**src/rtl/crt_pkg.sv**
```systemverilog
package crt_pkg;
  localparam int unsigned CRT_HW_DEF = 8;
  localparam int unsigned CRT_RW_DEF = 7;
  localparam int unsigned CRT_SW_DEF = 5;

  typedef enum logic {
    VS_LEAD_ONE = 1'b0,
    VS_LEAD_TWO = 1'b1
  } vs_lead_e;
endpackage

```
**src/rtl/crt_line_step.sv**
```systemverilog
module crt_line_step #(
  parameter int unsigned RW = 7,
  parameter int unsigned SW = 5
) (
  input  logic [RW-1:0] row,
  input  logic [SW-1:0] scan,
  input  logic          adj,
  input  logic [RW-1:0] cfg_v_rows,
  input  logic [SW-1:0] cfg_row_lines,
  input  logic [SW-1:0] cfg_v_adj,
  output logic [RW-1:0] row_nx,
  output logic [SW-1:0] scan_nx,
  output logic          adj_nx
);
  logic last_scan;
  logic last_row;
  logic last_adj;

  always_comb begin
    last_scan = (scan == cfg_row_lines - 1'b1);
    last_row  = (row == cfg_v_rows - 1'b1);
    last_adj  = (scan == cfg_v_adj - 1'b1);
    row_nx    = row;
    scan_nx   = scan + 1'b1;
    adj_nx    = adj;
    if (adj) begin
      if (last_adj) begin
        row_nx  = '0;
        scan_nx = '0;
        adj_nx  = 1'b0;
      end
    end else if (last_scan) begin
      scan_nx = '0;
      if (!last_row) begin
        row_nx = row + 1'b1;
      end else if (cfg_v_adj == '0) begin
        row_nx = '0;
      end else begin
        adj_nx = 1'b1;
      end
    end
  end
endmodule

```
**src/rtl/crt_hcount.sv**
```systemverilog
module crt_hcount #(
  parameter int unsigned HW = 8
) (
  input  logic          clk,
  input  logic          rst,
  input  logic [HW-1:0] cfg_h_total,
  output logic [HW-1:0] h_q,
  output logic [HW-1:0] h_n,
  output logic          line_end
);
  always_comb begin
    line_end = !rst && (h_q == cfg_h_total - 1'b1);
    if (rst || line_end) h_n = '0;
    else                 h_n = h_q + 1'b1;
  end

  always_ff @(posedge clk) h_q <= h_n;

  p_h_in_range_r2: assert property (@(posedge clk) disable iff (rst)
    h_q < cfg_h_total);
  p_wrap_r2: assert property (@(posedge clk) disable iff (rst)
    line_end |=> (h_q == '0));
endmodule

```
**src/rtl/crt_vcount.sv**
```systemverilog
module crt_vcount #(
  parameter int unsigned RW = 7,
  parameter int unsigned SW = 5
) (
  input  logic          clk,
  input  logic          rst,
  input  logic          line_end,
  input  logic [RW-1:0] cfg_v_rows,
  input  logic [SW-1:0] cfg_row_lines,
  input  logic [SW-1:0] cfg_v_adj,
  input  logic [RW-1:0] cfg_vs_row,
  input  logic [SW-1:0] cfg_vs_lines,
  output logic [RW-1:0] row_n,
  output logic [SW-1:0] scan_n,
  output logic          adj_n,
  output logic [SW-1:0] vscnt_n
);
  logic [RW-1:0] row_q;
  logic [SW-1:0] scan_q;
  logic          adj_q;
  logic [SW-1:0] vscnt_q;
  logic [RW-1:0] st_row;
  logic [SW-1:0] st_scan;
  logic          st_adj;
  logic          start_n;
  logic [SW-1:0] vs_dec;

  crt_line_step #(.RW(RW), .SW(SW)) u_step (
    .row(row_q), .scan(scan_q), .adj(adj_q),
    .cfg_v_rows(cfg_v_rows), .cfg_row_lines(cfg_row_lines), .cfg_v_adj(cfg_v_adj),
    .row_nx(st_row), .scan_nx(st_scan), .adj_nx(st_adj)
  );

  always_comb begin
    if (rst) begin
      row_n = '0; scan_n = '0; adj_n = 1'b0;
    end else if (line_end) begin
      row_n = st_row; scan_n = st_scan; adj_n = st_adj;
    end else begin
      row_n = row_q; scan_n = scan_q; adj_n = adj_q;
    end
    start_n = (row_n == cfg_vs_row) && (scan_n == '0) && !adj_n;
    vs_dec  = (rst || vscnt_q == '0) ? '0 : vscnt_q - 1'b1;
    if (rst || line_end) vscnt_n = start_n ? cfg_vs_lines : vs_dec;
    else                 vscnt_n = vscnt_q;
  end

  always_ff @(posedge clk) begin
    row_q   <= row_n;
    scan_q  <= scan_n;
    adj_q   <= adj_n;
    vscnt_q <= vscnt_n;
  end

  p_scan_bound_r5: assert property (@(posedge clk) disable iff (rst)
    !adj_q |-> (scan_q < cfg_row_lines));
  p_adj_row_held_r6: assert property (@(posedge clk) disable iff (rst)
    adj_q |-> (row_q == cfg_v_rows - 1'b1) && (scan_q < cfg_v_adj));
endmodule

```
**src/rtl/crt_outstage.sv**
```systemverilog
module crt_outstage
  import crt_pkg::*;
#(
  parameter int unsigned HW = 8,
  parameter int unsigned RW = 7,
  parameter int unsigned SW = 5
) (
  input  logic          clk,
  input  logic          rst,
  input  logic [HW-1:0] h_n,
  input  logic [RW-1:0] row_n,
  input  logic [SW-1:0] scan_n,
  input  logic          adj_n,
  input  logic [SW-1:0] vscnt_n,
  input  logic [HW-1:0] cfg_h_total,
  input  logic [HW-1:0] cfg_h_disp,
  input  logic [HW-1:0] cfg_hs_start,
  input  logic [HW-1:0] cfg_hs_width,
  input  logic [RW-1:0] cfg_v_rows,
  input  logic [RW-1:0] cfg_v_disp,
  input  logic [SW-1:0] cfg_row_lines,
  input  logic [SW-1:0] cfg_v_adj,
  input  logic [RW-1:0] cfg_vs_row,
  input  logic [SW-1:0] cfg_vs_lines,
  input  logic          cfg_dbl,
  input  vs_lead_e      vs_lead,
  output logic          de_q,
  output logic          hsync_q,
  output logic          vsync_q,
  output logic [HW:0]   col_q,
  output logic [RW-1:0] row_q,
  output logic [SW-1:0] scan_q
);
  localparam logic [HW:0] LEAD_ONE = (HW+1)'(1);
  localparam logic [HW:0] LEAD_TWO = (HW+1)'(2);

  logic [RW-1:0] la_row;
  logic [SW-1:0] la_scan;
  logic          la_adj;
  logic [HW:0]   h_ext;
  logic [HW:0]   hs_lo;
  logic [HW:0]   hs_hi;
  logic [HW:0]   lead;
  logic          in_lead;
  logic          ahead_start;

  // Position of the scan line after the one being entered
  crt_line_step #(.RW(RW), .SW(SW)) u_ahead (
    .row(row_n), .scan(scan_n), .adj(adj_n),
    .cfg_v_rows(cfg_v_rows), .cfg_row_lines(cfg_row_lines), .cfg_v_adj(cfg_v_adj),
    .row_nx(la_row), .scan_nx(la_scan), .adj_nx(la_adj)
  );

  always_comb begin
    h_ext       = {1'b0, h_n};
    hs_lo       = {1'b0, cfg_hs_start};
    hs_hi       = hs_lo + {1'b0, cfg_hs_width};
    lead        = (vs_lead == VS_LEAD_TWO) ? LEAD_TWO : LEAD_ONE;
    in_lead     = (h_ext + lead) >= {1'b0, cfg_h_total};
    ahead_start = (la_row == cfg_vs_row) && (la_scan == '0) && !la_adj;
  end

  always_ff @(posedge clk) begin
    de_q    <= (h_n < cfg_h_disp) && (row_n < cfg_v_disp) && !adj_n;
    hsync_q <= (h_ext >= hs_lo) && (h_ext < hs_hi);
    vsync_q <= (vscnt_n != '0) || (in_lead && ahead_start && (cfg_vs_lines != '0));
    col_q   <= cfg_dbl ? {h_n, 1'b0} : {1'b0, h_n};
    row_q   <= row_n;
    scan_q  <= scan_n;
  end

  p_de_rows_r3: assert property (@(posedge clk) disable iff (rst)
    de_q |-> (row_q < cfg_v_disp));
  p_no_vs_when_empty_r10: assert property (@(posedge clk) disable iff (rst)
    (cfg_vs_lines == '0) |-> !vsync_q);
endmodule

```
**src/rtl/crt_timing_core.sv**
```systemverilog
module crt_timing_core
  import crt_pkg::*;
#(
  parameter int unsigned HW = CRT_HW_DEF,
  parameter int unsigned RW = CRT_RW_DEF,
  parameter int unsigned SW = CRT_SW_DEF
) (
  input  logic          clk,
  input  logic          rst,
  input  logic [HW-1:0] cfg_h_total,
  input  logic [HW-1:0] cfg_h_disp,
  input  logic [HW-1:0] cfg_hs_start,
  input  logic [HW-1:0] cfg_hs_width,
  input  logic [RW-1:0] cfg_v_rows,
  input  logic [RW-1:0] cfg_v_disp,
  input  logic [SW-1:0] cfg_row_lines,
  input  logic [SW-1:0] cfg_v_adj,
  input  logic [RW-1:0] cfg_vs_row,
  input  logic [SW-1:0] cfg_vs_lines,
  input  logic          cfg_dbl,
  input  logic          cfg_vs_two_early,
  output logic          de,
  output logic          hsync,
  output logic          vsync,
  output logic [HW:0]   col_addr,
  output logic [RW-1:0] row_addr,
  output logic [SW-1:0] scan_addr
);
  logic [HW-1:0] h_q;
  logic [HW-1:0] h_n;
  logic          line_end;
  logic [RW-1:0] row_n;
  logic [SW-1:0] scan_n;
  logic          adj_n;
  logic [SW-1:0] vscnt_n;
  vs_lead_e      vs_lead;

  assign vs_lead = cfg_vs_two_early ? VS_LEAD_TWO : VS_LEAD_ONE;

  crt_hcount #(.HW(HW)) u_h (
    .clk(clk), .rst(rst), .cfg_h_total(cfg_h_total),
    .h_q(h_q), .h_n(h_n), .line_end(line_end)
  );

  crt_vcount #(.RW(RW), .SW(SW)) u_v (
    .clk(clk), .rst(rst), .line_end(line_end),
    .cfg_v_rows(cfg_v_rows), .cfg_row_lines(cfg_row_lines), .cfg_v_adj(cfg_v_adj),
    .cfg_vs_row(cfg_vs_row), .cfg_vs_lines(cfg_vs_lines),
    .row_n(row_n), .scan_n(scan_n), .adj_n(adj_n), .vscnt_n(vscnt_n)
  );

  crt_outstage #(.HW(HW), .RW(RW), .SW(SW)) u_out (
    .clk(clk), .rst(rst), .h_n(h_n), .row_n(row_n), .scan_n(scan_n),
    .adj_n(adj_n), .vscnt_n(vscnt_n),
    .cfg_h_total(cfg_h_total), .cfg_h_disp(cfg_h_disp),
    .cfg_hs_start(cfg_hs_start), .cfg_hs_width(cfg_hs_width),
    .cfg_v_rows(cfg_v_rows), .cfg_v_disp(cfg_v_disp),
    .cfg_row_lines(cfg_row_lines), .cfg_v_adj(cfg_v_adj),
    .cfg_vs_row(cfg_vs_row), .cfg_vs_lines(cfg_vs_lines),
    .cfg_dbl(cfg_dbl), .vs_lead(vs_lead),
    .de_q(de), .hsync_q(hsync), .vsync_q(vsync),
    .col_q(col_addr), .row_q(row_addr), .scan_q(scan_addr)
  );

  // a rising vsync edge only ever falls inside the lead window
  p_vs_rise_lead_r8: assert property (@(posedge clk) disable iff (rst)
    $rose(vsync) |-> (({1'b0, h_q} + (cfg_vs_two_early ? (HW+1)'(2) : (HW+1)'(1)))
                      >= {1'b0, cfg_h_total}));
  p_vs_fall_line_start_r7: assert property (@(posedge clk) disable iff (rst)
    $fell(vsync) |-> (h_q == '0));
endmodule

```
**config.mk**
```make
export PLATFORM = sky130hd
export DESIGN_NAME = crt_timing_core
export DESIGN_NICKNAME = d
export VERILOG_FILES = /design/src/rtl/crt_pkg.sv /design/src/rtl/crt_line_step.sv /design/src/rtl/crt_hcount.sv /design/src/rtl/crt_vcount.sv /design/src/rtl/crt_outstage.sv /design/src/rtl/crt_timing_core.sv
export SDC_FILE = /design/constraint.sdc
export NUM_CORES = 1
export LEC_CHECK = 0
export BUFFER_PORTS_ARGS = -buffer_cell sky130_fd_sc_hd__clkbuf_2
export CAP_MARGIN = 20
export CORE_UTILIZATION = 58
export CTS_CLUSTER_DIAMETER = 200
export DETAILED_ROUTE_END_ITERATION = 7
export HOLD_SLACK_MARGIN = 0.15
export PLACE_DENSITY = 0.84
export SLEW_MARGIN = 10
export SYNTH_ARGS = -nofsm -noshare
export SYNTH_HDL_FRONTEND = slang
export SYNTH_SLANG_ARGS = --single-unit
```
**constraint.sdc**
```tcl
create_clock -name clk -period 5 [get_ports clk]
set_input_delay 0.25 -clock clk [delete_from_list [all_inputs] [get_ports clk]]
set_output_delay 0.25 -clock clk [all_outputs]
set_load 0.02 [all_outputs]
```
## After elaboration in Yosys (flattened, before gate mapping)

Cells that the tools add are included.
Widths: inputs -> output; s select.

| storage, ports and cells | value |
|---|---|
| register bits after elaboration | 38 |
| output and inout port bits | 24 |
| logic and storage cells | 97 |

| operators by class | value |
|---|---|
| $add $sub $neg | 12 |
| order comparisons | 5 |
| eq/ne operators | 9 |
| muxes and demuxes | 38 |
| reduce and logical (&&, ||, !) cells | 22 |

Operators by type and width:

| kind | count |
|---|---|
| $mux 7 | 12 |
| $mux 5 | 11 |
| $eq 7x7->1 | 4 |
| $eq 5x5->1 | 4 |
| $logic_not 5->1 | 4 |
| $mux 8 | 2 |
| $sub 5x1->5 const B | 3 |
| $add 7x1->7 const B | 2 |
| $mux 1 | 12 |
| $add 5x1->5 const B | 2 |
| $logic_and 1x1->1 | 10 |
| $reduce_bool 5->1 | 2 |
| $add 8x2->9 | 1 |
| $add 8x8->9 | 1 |
| $ge 9x8->1 | 1 |
| $lt 8x9->1 | 1 |
| $add 8x1->8 const B | 1 |
| $eq 8x8->1 | 1 |
| $ge 8x8->1 | 1 |
| $lt 8x8->1 | 1 |
| $sub 8x1->8 const B | 1 |
| $lt 7x7->1 | 1 |
| $sub 7x1->7 const B | 1 |
| $logic_not 1->1 | 3 |
| 2 further kinds | 4 |

## Logic depth before layout (Yosys ltp)

| depth | value |
|---|---|
| depth after elaboration | 17 |
| mapped depth | 28 |

## Modules after synthesis

Synthesis repeated with hierarchy kept, for this count alone.

| unflattened totals | value |
|---|---|
| cell total of the unflattened synthesis | 640 |
| area total of the unflattened synthesis | 5,266.3 um^2 |

Modules (own cells, without submodules):

| module | instances | cells an instance | area each (um^2) | sequential area each (um^2) |
|---|---|---|---|---|
| crt_outstage | 1 | 227 | 2,013.2 | 480.5 |
| crt_line_step | 2 | 122 | 848.3 | 0.0 |
| crt_vcount | 1 | 99 | 893.4 | 360.3 |
| crt_hcount | 1 | 70 | 663.1 | 160.2 |

## Worst setup path after synthesis

No wires, ideal clock.

| timing | value |
|---|---|
| path type | input -> register |
| start | input port cfg_h_total[0] |
| end | register u_out.vsync_q |
| setup time | 0.087 ns |
| arrival time | 4.463 ns |
| setup slack | 0.450 ns |
| stages | 28 |
| path buffers | 3 |
| path through | inv_1 -> ha_1 -> clkbuf_2 -> xnor2_1 -> and4b_1 -> a41oi_1 -> a211o_2 -> clkbuf_8 -> clkbuf_1 -> nand2_1 -> nor2_1 -> ha_1 -> fa_1 -> ha_1 -> nor2b_1 -> o21a_1 -> o21ai_0 -> a21boi_0 -> o21a_1 -> o21a_1 -> o21ai_0 -> o31ai_1 -> o221ai_1 -> nor2_1 -> nand3_1 -> nor4_1 -> o2111ai_1 -> o31ai_1 |

| between the ends | value |
|---|---|
| elaborated cells on any way between the ends | 46 |

RTL lines:

| what | RTL line | source |
|---|---|---|
| start: declaration | crt_timing_core.sv:10 | `input logic [HW-1:0] cfg_h_total,` |
| $sub 8x1->8 | crt_hcount.sv:12 | `line_end = !rst && (h_q == cfg_h_total - 1'b1);` |
| $eq 8x8->1 | crt_hcount.sv:12 |  |
| $logic_and 1x1->1 | crt_hcount.sv:12 |  |
| $logic_or 1x1->1 | crt_hcount.sv:13 | `if (rst \|\| line_end) h_n = '0;` |
| $mux 8 | crt_hcount.sv:13 |  |
| net h_n[0] | crt_timing_core.sv:30 | `logic [HW-1:0] h_n;` |
| $add 8x2->9 | crt_outstage.sv:59 | `in_lead = (h_ext + lead) >= {1'b0, cfg_h_total};` |
| $ge 9x8->1 | crt_outstage.sv:59 |  |
| $logic_and 1x1->1 (2 in series) | crt_outstage.sv:66 | `vsync_q <= (vscnt_n != '0) \|\| (in_lead && ahead_start && (cfg_vs_lines != '0));` |
| $logic_or 1x1->1 | crt_outstage.sv:66 |  |
| end signal: assignment | crt_outstage.sv:66 |  |
| end: declaration | crt_outstage.sv:29 | `output logic vsync_q,` |

The timed path passes the listed nets, and every way through them passes these cells.
A chain may end at the register's enable or synchronous reset.

## Worst setup path in the final report

| timing | value |
|---|---|
| start | register u_h.h_q[6] |
| end | register u_out.vsync_q |

| between the ends | value |
|---|---|
| elaborated cells on any way between the ends | 46 |

RTL lines:

| what | RTL line | source |
|---|---|---|
| start: declaration | crt_hcount.sv:7 | `output logic [HW-1:0] h_q,` |
| start signal: assignment | crt_hcount.sv:17 | `always_ff @(posedge clk) h_q <= h_n;` |
| $eq 8x8->1 | crt_hcount.sv:12 |  |
| $logic_and 1x1->1 | crt_hcount.sv:12 |  |
| $logic_or 1x1->1 | crt_hcount.sv:13 |  |
| $mux 8 | crt_hcount.sv:13 |  |
| net h_n[0] | crt_timing_core.sv:30 |  |
| $add 8x2->9 | crt_outstage.sv:59 |  |
| $ge 9x8->1 | crt_outstage.sv:59 |  |
| $logic_and 1x1->1 (2 in series) | crt_outstage.sv:66 |  |
| $logic_or 1x1->1 | crt_outstage.sv:66 |  |

The timed path passes the listed nets, and every way through them passes these cells.

==> impl_results.md <==
- Critical path class: reg -> reg
- Sw Share: between 30% and 40%
- Tcrit/Tclk final: 94.4%
- Endpoints failing hold: 0
- Cells after Synth: 657
- Die height: ~96 um
- Clock buffer depth: 2
- Area growth, synth to finish: 13.3%
- Critical path arrival: approximately 4.9 ns
- Sequential share of the synthesized area: roughly 15%
- Die area: 9300 um^2
- NumNets Final: ~880
- CP cell instances: or2b_1, o21ai_1, a41oi_1, a211o_2, nand2_1, nor2_1, ha_1, fa_1, xor2_1, ha_1, o21a_1, o21ai_0, a21boi_0, o21a_1, o21a_1, o21ai_0, o31ai_1, o221ai_1, nor2_1, nand3_1, nor4_1, o2111ai_1, o31ai_1
- Post-route DRC: 0
- Fraction of layout cells with a size suffix above 1: a little over a fifth
- IO Count: 96
- Critical Path Start Type: flip-flop
- Total power: approximately 0.9 mW
- First-pass GRT wire length: between 20000 and 25000 um
- WP data required: between 5 and 6 ns
- Hold EP: u_v.vscnt_q[3]$_DFF_P_
- Number of synthesized register bits: 38
- M3 GR Usage: 4.46%
- MaxCap Viol Count: 0
- Initial core utilization: 59.6%
- Most numerous cell in the Yosys netlist: inv_1
- Total negative setup slack: 0 ns
- Adder-cell area share of the yosys netlist: between 10 and 15%
- Synthesized cell area: roughly 5200 um^2
- Crit end category: flip-flop
- Drt via density: ~6.2
- Critical path's slowest cell: dfxtp_1
- Pwr dens: between 150 and 200 nW/um^2
- Slew margin rel.: 41.4%
- Final core occ: 67.5%
- Max stage delay on crit path: 0.49 ns
- Post-synthesis mux area share: 2.52%
- TritonRoute pass-1 iters: 5
- Top cell type's share of synthesized area: roughly 15%
- Cell repeated most along the worst path: o21a_1
- Largest net degree at the start of global routing: 19
- Gp weighted congestion: between 0.9 and 1
- Number of flops mapped to enable cells by yosys: 0
- Netlist cell types: 90
- Core ar.: 8680 um^2
- Max Fanout on Critical Path: 6
- Die width: between 90 and 100 um
- R2R Path Start: u_h.h_q[6]$_DFF_P_
- Status: finished clean
- Clk network pwr share: a little over a quarter
- FMAX: between 0.2 and 0.25 GHz
- Tightest Pin Transition: around 0.87 ns
- M1 GR Usage: between 30% and 40%
- R2R depth: 23
- Pre-CTS setup slack: 0.260 ns
- Number of fill cells: a little over 700
- Register area: ~760 um^2
- Post-DP HPWL: 11300 um
- Grt total ovfl: 0
- Number of global-route vias before repair: 4912
- Worst setup margin: roughly 0.28 ns
- Net count after synthesis: ~800
- I/O Buffers: 95
- Synth warn: 0
- Largest family of logic cells by synthesized area: simple AND/OR/NAND/NOR gates
- Top cells by area, synth: dfxtp_1 (15%), ha_1 (14%), xor2_1 (5.9%), xnor2_1 (4.9%), inv_1 (4.6%)
- Diode count: 0
- Busiest grt layer: met2
- GR met2 Demand/Resource: 57.4%
- GRT Util Overall: between 30% and 40%
- Post-CTS Resized: 0
- H-tree depth: 2
- Hold crit path type: in -> reg
- Routed len/inst: about 17 um
- CTS Root Cell: clkbuf_8
- Hold path cells: 3
- # setup viols final: 0
- Commonest register cell after synthesis: dfxtp_1
- Pleak: ~2.8 nW
- Synth Area in XOR/XNOR: 12.1%
- Initial antenna violation count: 0
- Routed Wire Length: 14400 um
- Synth async-reset ratio: 0%
- R2R Setup Slk: about 0.28 ns
- Total number of vias: about 5300
- Post-CTS Setup Repair Bufs: 0
- Initial drt markers: approximately 340
- Yosys top cell by area: dfxtp_1
- RSZ-0062 raised after global routing: false
- Syn Area/Cell: a little under 8 um^2
- Clock Skew: 0.00808 ns
- Hold path startpoint: cfg_vs_lines[3]
- Flop pwr share: 36.7%
- Post-route ant nets: 0
- Internal power: just under 0.6 mW
- Post-Synth Simple-Gate Area: roughly a quarter
- Synth Area in Compound Gates: 22.3%
- Min Tclk post-route: 4.72 ns
- Sink Count: 38
- Max Slew Vio Count: 0
- Hold buffer count at CTS: 0
- Logic gate share of total power: 36.0%
- Worst-Skew Late Latency: about 0.3 ns
- Commonest cells post-synth: inv_1 (63), ha_1 (58), nand2_1 (47)
- FF-to-FF End: u_out.vsync_q$_DFF_P_
- Total CTS buffers: 5
- Std-Cell Rows: 34
- Sw Pwr: between 0.3 and 0.4 mW
- CTS tree: done
- Clk pin slew, worst setup/hold paths: around 0.09 ns
- Multi-input logic area: slightly above 4000 um^2
- Worst ir drop on vdd: 0.112 mV
==> cells by family after synthesis <==
group / count (synthesis)
and+or+nand+nor: 241
AOI/OAI and AO/OA: 153
buffers and inverters: 86
xor gates and xnor gates: 67
adders and majority gates: 60
DFF: 38
muxes: 12
==> power groups by stage <==
stage | clock network (mW) | registers [mW] | logic (mW)
2_1_floorplan | 0 | 0.343 | 0.213
3_3_place_gp | 0 | 0.339 | 0.306
3_5_place_dp | 0 | 0.340 | 0.321
4_1_cts | 0.250 | 0.332 | 0.324
5_1_grt | 0.265 | 0.335 | 0.364
6_report | 0.247 | 0.333 | 0.327
==> how the worst max path moves through the flow <==
stage / start / cells past startpoint / slack [ns] / to
after floorplan: cfg_h_total[0] / 28 / 0.45 / u_out.vsync_q$_DFF_P_
final: u_h.h_q[6]$_DFF_P_ / 23 / 0.28 / u_out.vsync_q$_DFF_P_
after global routing: u_h.h_q[6]$_DFF_P_ / 23 / 0.04 / u_out.vsync_q$_DFF_P_
after CTS: u_h.h_q[6]$_DFF_P_ / 23 / 0.37 / u_out.vsync_q$_DFF_P_
after global placement: cfg_h_total[0] / 17 / 0.38 / u_out.vsync_q$_DFF_P_
after detailed placement: cfg_h_total[0] / 26 / 0.26 / u_out.vsync_q$_DFF_P_
==> stage by stage <==
step,std cells,cell area (um^2),hold WS [ns]
after floorplan,657,5170,0.403
after global placement,853,5760,0.510
after detailed placement,853,5760,0.512
after CTS,861,5860,0.239
after global routing,861,5860,0.271
final,861,5860,0.268
==> flip-flops by register name, indices dropped and copies added, names as in the netlist <==
signal / cells
u_out.row_q: 7
u_out.vsync_q: 1
u_out.scan_q: 5
u_out.hsync_q: 1
u_v.adj_q: 1
u_out.col_q: 9
u_out.de_q: 1
u_h.h_q: 8
u_v.vscnt_q: 5
==> per-layer routing <==
metal	vias to the layer above	part of all wire, %
met1	2467	42
met2	229	50
met5	-	0
li1	2582	-
met4	0	2.7
met3	42	5.9
==> placed cells by master, fill, tap and decap left out, types with 8 or more instances in the layout <==
| master | Yosys | final |
|---|---|---|
| a21o_1 | 14 | 14 |
| inv_1 | 63 | 63 |
| nand3_1 | 33 | 33 |
| nand4_1 | 19 | 19 |
| nor2b_1 | 15 | 15 |
| o31ai_1 | 8 | 8 |
| a21oi_1 | 33 | 33 |
| or3_1 | 9 | 9 |
| mux2_2 | 8 | 8 |
| nor3_1 | 15 | 15 |
| ha_1 | 58 | 58 |
| clkbuf_2 | 2 | 95 |
| nand2_1 | 47 | 47 |
| nand2b_1 | 11 | 11 |
| buf_4 | 1 | 15 |
| nor2_1 | 35 | 35 |
| xor2_1 | 35 | 35 |
| xnor2_1 | 29 | 29 |
| dfxtp_1 | 38 | 38 |
| and3_1 | 14 | 14 |
| o21ai_0 | 20 | 20 |
==> critical path, delay by kind of cell (launching register included) <==
family / cells / cell delay (ns)
DFF: 1 / 0.49
adders and majority gates: 3 / 0.97
AOI/OAI and AO/OA: 13 / 2.06
and+or+nand+nor: 6 / 0.96
xor gates and xnor gates: 1 / 0.19
==> area by class of cell <==
class	instances	area share, %
Clock buffer	6	1.41
Clock inverter	2	0.278
Inverter	64	4.10
Multi-Input combinational cell	533	68.9
Sequential cell	38	13.0
Tap cell	108	2.31
Timing Repair Buffer	110	10.0
Note: power is estimated with default switching activity, not from simulation.
